## src/rtl/uart_tx_fifo.sv

```systemverilog
module uart_tx_fifo #(
  parameter int DEPTH = 16,
  parameter int DW    = 8,
  parameter int DIVW  = 16
) (
  input  logic            clk,
  input  logic            rst_n,
  input  logic [DIVW-1:0] divisor,
  input  logic [1:0]      char_len,
  input  logic            parity_en,
  input  logic            parity_odd,
  input  logic            stop_long,
  input  logic            break_en,
  input  logic            auto_cts_en,
  input  logic            cts,
  input  logic            wr_en,
  input  logic [DW-1:0]   wr_data,
  output logic            fifo_full,
  output logic            fifo_empty,
  output logic            tx_empty,
  output logic            txd
);
  localparam int AW = $clog2(DEPTH);
  localparam int CW = AW + 1;

  typedef enum logic [2:0] {S_IDLE, S_START, S_DATA, S_PAR, S_STOP} st_t;

  logic [DW-1:0] mem [DEPTH];
  logic [AW-1:0] wptr, rptr;
  logic [CW-1:0] count;
  logic          wr_ok, pop;

  logic [DIVW-1:0] divc, div_last;
  logic            tick;

  st_t           state;
  logic [5:0]    sub, stop_last;
  logic [2:0]    bitn, nbits;
  logic [DW-1:0] shreg;
  logic          par_on, par_bit, can_go, start_now, line;

  assign fifo_full  = (count == CW'(DEPTH));
  assign fifo_empty = (count == '0);
  assign wr_ok      = wr_en && !fifo_full;
  assign pop        = start_now;

  always_ff @(posedge clk) if (wr_ok) mem[wptr] <= wr_data;

  always_ff @(posedge clk or negedge rst_n)
    if (!rst_n) begin
      wptr <= '0; rptr <= '0; count <= '0;
    end else begin
      if (wr_ok) wptr <= (wptr == AW'(DEPTH-1)) ? '0 : wptr + 1'b1;
      if (pop)   rptr <= (rptr == AW'(DEPTH-1)) ? '0 : rptr + 1'b1;
      case ({wr_ok, pop})
        2'b10:   count <= count + 1'b1;
        2'b01:   count <= count - 1'b1;
        default: count <= count;
      endcase
    end

  assign div_last = (divisor == '0) ? '0 : divisor - 1'b1;
  assign tick     = (divc >= div_last);

  always_ff @(posedge clk or negedge rst_n)
    if (!rst_n) divc <= '0;
    else        divc <= tick ? '0 : divc + 1'b1;

  assign can_go    = !fifo_empty && (!auto_cts_en || cts);
  assign start_now = tick && can_go &&
                     (state == S_IDLE || (state == S_STOP && sub == stop_last));

  always_ff @(posedge clk or negedge rst_n)
    if (!rst_n) begin
      state <= S_IDLE; sub <= '0; bitn <= '0; nbits <= '0; shreg <= '0;
      par_on <= 1'b0; par_bit <= 1'b0; stop_last <= 6'd15;
    end else if (start_now) begin
      state     <= S_START;
      sub       <= '0;
      bitn      <= '0;
      shreg     <= mem[rptr];
      nbits     <= {1'b1, char_len};
      par_on    <= parity_en;
      par_bit   <= ^(mem[rptr] & (8'hFF >> (2'd3 - char_len))) ^ parity_odd;
      stop_last <= !stop_long ? 6'd15 : (char_len == 2'd0) ? 6'd23 : 6'd31;
    end else if (tick) begin
      case (state)
        S_START: begin
          sub <= (sub == 6'd15) ? '0 : sub + 1'b1;
          if (sub == 6'd15) state <= S_DATA;
        end
        S_DATA: begin
          sub <= (sub == 6'd15) ? '0 : sub + 1'b1;
          if (sub == 6'd15) begin
            shreg <= shreg >> 1;
            bitn  <= bitn + 1'b1;
            if (bitn == nbits) state <= par_on ? S_PAR : S_STOP;
          end
        end
        S_PAR: begin
          sub <= (sub == 6'd15) ? '0 : sub + 1'b1;
          if (sub == 6'd15) state <= S_STOP;
        end
        S_STOP: begin
          if (sub == stop_last) begin
            state <= S_IDLE;
            sub   <= '0;
          end else sub <= sub + 1'b1;
        end
        default: sub <= '0;
      endcase
    end

  always_comb
    case (state)
      S_START: line = 1'b0;
      S_DATA:  line = shreg[0];
      S_PAR:   line = par_bit;
      default: line = 1'b1;
    endcase

  assign txd      = line && !break_en;
  assign tx_empty = fifo_empty && (state == S_IDLE);

  a_r1_state_on_tick: assert property (@(posedge clk) disable iff (!rst_n)
    !tick |=> $stable(state));
  a_r2_sub_in_bit: assert property (@(posedge clk) disable iff (!rst_n)
    (state == S_DATA) |-> (sub < 6'd16));
  a_r5_no_overflow: assert property (@(posedge clk) disable iff (!rst_n)
    (wr_en && fifo_full && !pop) |=> (count == $past(count)));
  a_r5_count_bound: assert property (@(posedge clk) disable iff (!rst_n)
    count <= CW'(DEPTH));
  a_r8_cts_holds: assert property (@(posedge clk) disable iff (!rst_n)
    (state != S_START && tick && auto_cts_en && !cts) |=> (state != S_START));
  a_r9_pop_nonempty: assert property (@(posedge clk) disable iff (!rst_n)
    pop |-> (count != '0));
endmodule

```

## config.mk

```make
export PLATFORM = sky130hd
export DESIGN_NAME = uart_tx_fifo
export DESIGN_NICKNAME = d
export VERILOG_FILES = /design/src/rtl/uart_tx_fifo.sv
export SDC_FILE = /design/constraint.sdc
export NUM_CORES = 1
export LEC_CHECK = 0
export CAP_MARGIN = 20
export CELL_PAD_IN_SITES_DETAIL_PLACEMENT = 1
export CELL_PAD_IN_SITES_GLOBAL_PLACEMENT = 1
export CORE_UTILIZATION = 35
export DETAILED_ROUTE_END_ITERATION = 10
export PLACE_DENSITY = 0.67
export SYNTH_ARGS = -nofsm -noshare
export SYNTH_HDL_FRONTEND = slang
export SYNTH_SLANG_ARGS = --single-unit
```

## constraint.sdc

```tcl
create_clock -name clk -period 5.8 [get_ports clk]
set_input_delay 1.16 -clock clk [delete_from_list [all_inputs] [get_ports clk]]
set_output_delay 1.16 -clock clk [all_outputs]
set_load 0.1 [all_outputs]
```

==> run_summary.xml <==
<?xml version="1.0" encoding="UTF-8"?>
<metrics>
  <group name="flow_run">
    <metric name="cap_viol_max_count" unit="">0</metric>
  </group>
  <group name="timing">
    <metric name="timing.max_slew.rel_slack" unit="%">33.9</metric>
    <metric name="timing.final.max_slew_violations" unit="">0</metric>
    <metric name="setup-violations-final" unit="">0</metric>
    <metric name="finalHoldViolations" unit="">0</metric>
    <metric name="setup_repair_after_global_routing_missed_its_margin" unit="">no</metric>
    <metric name="clock-skew-final" unit="ps">12.4</metric>
    <metric name="worst_pin_slew" unit="ps">988</metric>
    <metric name="period_minus_slack" unit="ps">5450</metric>
    <metric name="max_freq" unit="MHz">184</metric>
    <metric name="total_neg_setup_slack" unit="ps">0</metric>
    <metric name="timing.final.crit_share" unit="%">93.9</metric>
  </group>
  <group name="clock_tree">
    <metric name="clk_latency" unit="ps">440</metric>
    <metric name="ctsResizeCount" unit="">0</metric>
    <metric name="clk_pin_slew_worst_paths" unit="ps">70</metric>
    <metric name="cts.repair_timing.setup_buffer_count" unit="">0</metric>
    <metric name="cts_hold_buf" unit="">0</metric>
    <metric name="clock_path_buffers" unit="">2</metric>
    <metric name="cts.root.buffer_cell" unit="">sky130_fd_sc_hd__clkbuf_16</metric>
    <metric name="clock_sink_count" unit="">184</metric>
    <metric name="number_of_buffers_created_by_cts" unit="">17</metric>
    <metric name="htreeDepth" unit="">4</metric>
    <metric name="cts_tree" unit="">yes</metric>
  </group>
  <group name="grt">
    <metric name="grt_overflow_total" unit="">0</metric>
    <metric name="grt_pass1_vias" unit="">5856</metric>
    <metric name="grt_use_total" unit="%">16.2</metric>
    <metric name="grt_first_pass_wirelength" unit="µm">31600</metric>
    <metric name="antenna_violations_before_repair" unit="">0</metric>
    <metric name="grt_max_degree" unit="">57</metric>
  </group>
  <group name="drt">
    <metric name="routed-wl-met2" unit="µm">10200</metric>
    <metric name="routed.top_layer" unit="">met4</metric>
    <metric name="detail_route.first_pass.iterations" unit="">4</metric>
    <metric name="vias" unit="">5284</metric>
    <metric name="routed_length_on_met3" unit="µm">637</metric>
    <metric name="route.detailed.drc" unit="">0</metric>
    <metric name="drt-met1-wl" unit="µm">8440</metric>
    <metric name="via_per_inst" unit="">5.23</metric>
    <metric name="avgRoutedWirePerCell" unit="µm">19.2</metric>
    <metric name="antenna_violating_nets_post_route" unit="">0</metric>
    <metric name="drt-total-wl" unit="µm">19500</metric>
    <metric name="initialDrtViolationCount" unit="">315</metric>
  </group>
  <group name="synthesis">
    <metric name="yosys.cell_count.top_type" unit="">sky130_fd_sc_hd__edfxtp_1</metric>
    <metric name="ys_warn_count" unit="">0</metric>
    <metric name="post_synth_instance_area" unit="µm²">8620</metric>
    <metric name="synth.top_cells.by_count" unit="">sky130_fd_sc_hd__edfxtp_1 (128), sky130_fd_sc_hd__nand2_1 (58), sky130_fd_sc_hd__dfrtp_1 (55), sky130_fd_sc_hd__nor2_1 (53)</metric>
    <metric name="ys_async_sr_fraction" unit="%">30.4</metric>
    <metric name="synth.net_count" unit="">687</metric>
    <metric name="synthesis.area_per_instance" unit="µm²">13.9</metric>
    <metric name="post_synth_num_cell_types" unit="">53</metric>
    <metric name="synth_flop_cell" unit="">sky130_fd_sc_hd__edfxtp_1</metric>
    <metric name="synth_enable_flop_cells" unit="">128</metric>
    <metric name="netlist.top_cell.by_area" unit="">sky130_fd_sc_hd__edfxtp_1</metric>
    <metric name="synth_top_cell_area_share" unit="%">44.6</metric>
    <metric name="yosys-top-cells-area" unit="">sky130_fd_sc_hd__edfxtp_1 (45%), sky130_fd_sc_hd__dfrtp_1 (16%), sky130_fd_sc_hd__mux4_2 (6.3%)</metric>
    <metric name="postSynthCellCount" unit="">622</metric>
    <metric name="synth-seq-cells" unit="">184</metric>
    <metric name="ys_seq_area_share" unit="%">60.8</metric>
  </group>
  <group name="critical_path">
    <metric name="critPathLaunch" unit="">divisor[5]</metric>
    <metric name="cp_max_fo" unit="">4</metric>
    <metric name="critPathLaunchType" unit="">input port</metric>
    <metric name="critical_path_rt" unit="ps">6120</metric>
    <metric name="crit_type" unit="">in2reg</metric>
    <metric name="arr_time_crit_path" unit="ps">5770</metric>
    <metric name="worst_setup_path_end_kind" unit="">flip-flop</metric>
    <metric name="timing.rr.start" unit="">count[1]</metric>
    <metric name="timing.reg2reg.worst_path_depth" unit="">15</metric>
  </group>
  <group name="layout">
    <metric name="antenna_cells" unit="">0</metric>
    <metric name="layout_stage_area_growth_over_the_synthesis_result" unit="%">15.9</metric>
    <metric name="final_cell_count_no_fill" unit="">1011</metric>
    <metric name="n_fill_cell" unit="">2500</metric>
    <metric name="final_net_count" unit="">739</metric>
    <metric name="drive_gt1_share" unit="%">13.1</metric>
  </group>
  <group name="power">
    <metric name="internal_power" unit="mW">2.86</metric>
    <metric name="seq_power_share" unit="%">42.1</metric>
    <metric name="power" unit="mW">4.37</metric>
    <metric name="net_sw_power" unit="mW">1.51</metric>
    <metric name="pwr_density_cell" unit="nW/µm²">437</metric>
    <metric name="sw_frac_of_total" unit="%">34.5</metric>
    <metric name="p_leak" unit="nW">3.70</metric>
    <metric name="p_comb_share" unit="%">32.3</metric>
    <metric name="power_frac_clock" unit="%">25.5</metric>
    <metric name="ir_drop" unit="V">0.000242</metric>
  </group>
  <group name="floorplan">
    <metric name="placeableCoreArea" unit="µm²">24200</metric>
    <metric name="die-width" unit="µm">159</metric>
    <metric name="die_area" unit="µm²">25300</metric>
    <metric name="effective_utilization_at_floorplan" unit="%">35.6</metric>
    <metric name="floorplan.io_pins" unit="">39</metric>
    <metric name="std_cell_rows" unit="">57</metric>
    <metric name="die_y" unit="µm">159</metric>
  </group>
  <group name="place">
    <metric name="place_congestion" unit="">0.775</metric>
    <metric name="post-place-cells" unit="">979</metric>
    <metric name="dp_hpwl" unit="µm">13700</metric>
    <metric name="place.port_buffers" unit="">38</metric>
  </group>
  <group name="outcome">
    <metric name="run_status" unit="">finished clean</metric>
  </group>
  <group name="hold_path">
    <metric name="holdCritStartpoint" unit="">count[4]</metric>
    <metric name="hold-path-cell-count" unit="">1</metric>
    <metric name="min_path_type" unit="">reg2reg</metric>
  </group>
</metrics>
-- per-layer routing --
metal / GRT usage (%) / vias to the layer above
met1: 20.2 / 2749
met4: 4.41 / 0
li1: - / 2444
met5: 0 / -
met2: 28.4 / 75
met3: 3.54 / 16
-- cells by family after synthesis --
logic type	Yosys count	share of synthesized area, %
flip-flops	184	60.8
AND/OR/NAND/NOR	180	9.53
AO/OA/AOI/OAI	92	6.89
XOR/XNOR	50	5.17
multiplexers	47	11.1
buffers and inverters	39	2.09
adder cells (fa/ha/maj)	30	4.35
-- layout by cell type, fill, tap and decap left out, drive strengths merged, types with 7 or more instances in the layout --
| cell type | n |
|---|---|
| xnor2 | 20 |
| nand2b | 7 |
| ha | 30 |
| nor3 | 9 |
| edfxtp | 128 |
| nand2 | 58 |
| nor2 | 53 |
| inv | 21 |
| buf | 20 |
| a22oi | 10 |
| o21ai | 26 |
| xor2 | 30 |
| a21oi | 19 |
| clkbuf | 17 |
| nand3 | 18 |
| mux2 | 8 |
| dfrtp | 55 |
| clkdlybuf4s50 | 37 |
| mux4 | 35 |
-- power by group through the flow --
stage / sequential (mW) / clock (mW) / combinational [mW]
detailed placement: 1.87 / 0 / 1.43
finish: 1.84 / 1.12 / 1.41
CTS: 1.84 / 1.14 / 1.44
global placement: 1.85 / 0 / 1.37
global route: 1.87 / 1.19 / 1.55
floorplan: 1.77 / 0 / 1.13
-- critical path, stage by stage --
cell and delay [ps]:
sky130_fd_sc_hd__clkdlybuf4s50_1 460, sky130_fd_sc_hd__or4_1 580, sky130_fd_sc_hd__or3_1 440, sky130_fd_sc_hd__nor4_1 270, sky130_fd_sc_hd__xor2_1 190, sky130_fd_sc_hd__nand2_1 80, sky130_fd_sc_hd__ha_1 280, sky130_fd_sc_hd__nor2b_1 130
sky130_fd_sc_hd__o21ai_0 170, sky130_fd_sc_hd__nand2b_1 100, sky130_fd_sc_hd__o21ai_1 230, sky130_fd_sc_hd__inv_1 110, sky130_fd_sc_hd__ha_1 220, sky130_fd_sc_hd__xor2_1 150, sky130_fd_sc_hd__ha_1 210, sky130_fd_sc_hd__o21ai_0 170
sky130_fd_sc_hd__a21oi_1 110, sky130_fd_sc_hd__a21oi_1 250, sky130_fd_sc_hd__xor2_1 210, sky130_fd_sc_hd__nor2_1 70, sky130_fd_sc_hd__xor2_1 140
-- path summary, 6_finish.rpt --
check | to | slack (ps)
min in group asynchronous | count[4] | 890
max reg2reg | count[4] | 2120
min | count[4] | 500
max in group asynchronous | rptr[0] | 4380
max | count[4] | 350
min reg2reg | count[4] | 500
-- sequential cells by signal, summed over array words and instances, names as in the netlist --
signal,count
count,5
par_bit,1
state,3
stop_last,2
rptr,4
divc,16
sub,6
nbits,3
shreg,8
bitn,3
wptr,4
par_on,1
mem,128
-- stage by stage --
step / setup slack, ps / utilization (%) / cell area (µm²) / hold WS (ps)
2_1_floorplan: 60.6 / - / 8620 / 455
3_3_place_gp: 91.1 / 38.9 / 9420 / 476
3_5_place_dp: -171 / 38.9 / 9420 / 481
4_1_cts: 292 / 41.2 / 9990 / 500
5_1_grt: 90.4 / 41.2 / 10000 / 518
6_report: 353 / 41.2 / 10000 / 499
-- area by class of cell --
cell class | count | area [µm²] | share of cell area (%)
Inverter | 15 | 56.3 | 0.563
Clock buffer | 17 | 425 | 4.26
Multi-Input combinational cell | 399 | 3200 | 32.0
Tap cell | 324 | 405 | 4.06
Timing Repair Buffer | 57 | 518 | 5.18
Clock inverter | 15 | 140 | 1.40
Sequential cell | 184 | 5250 | 52.5
Note: power is estimated with default switching activity, not from simulation.
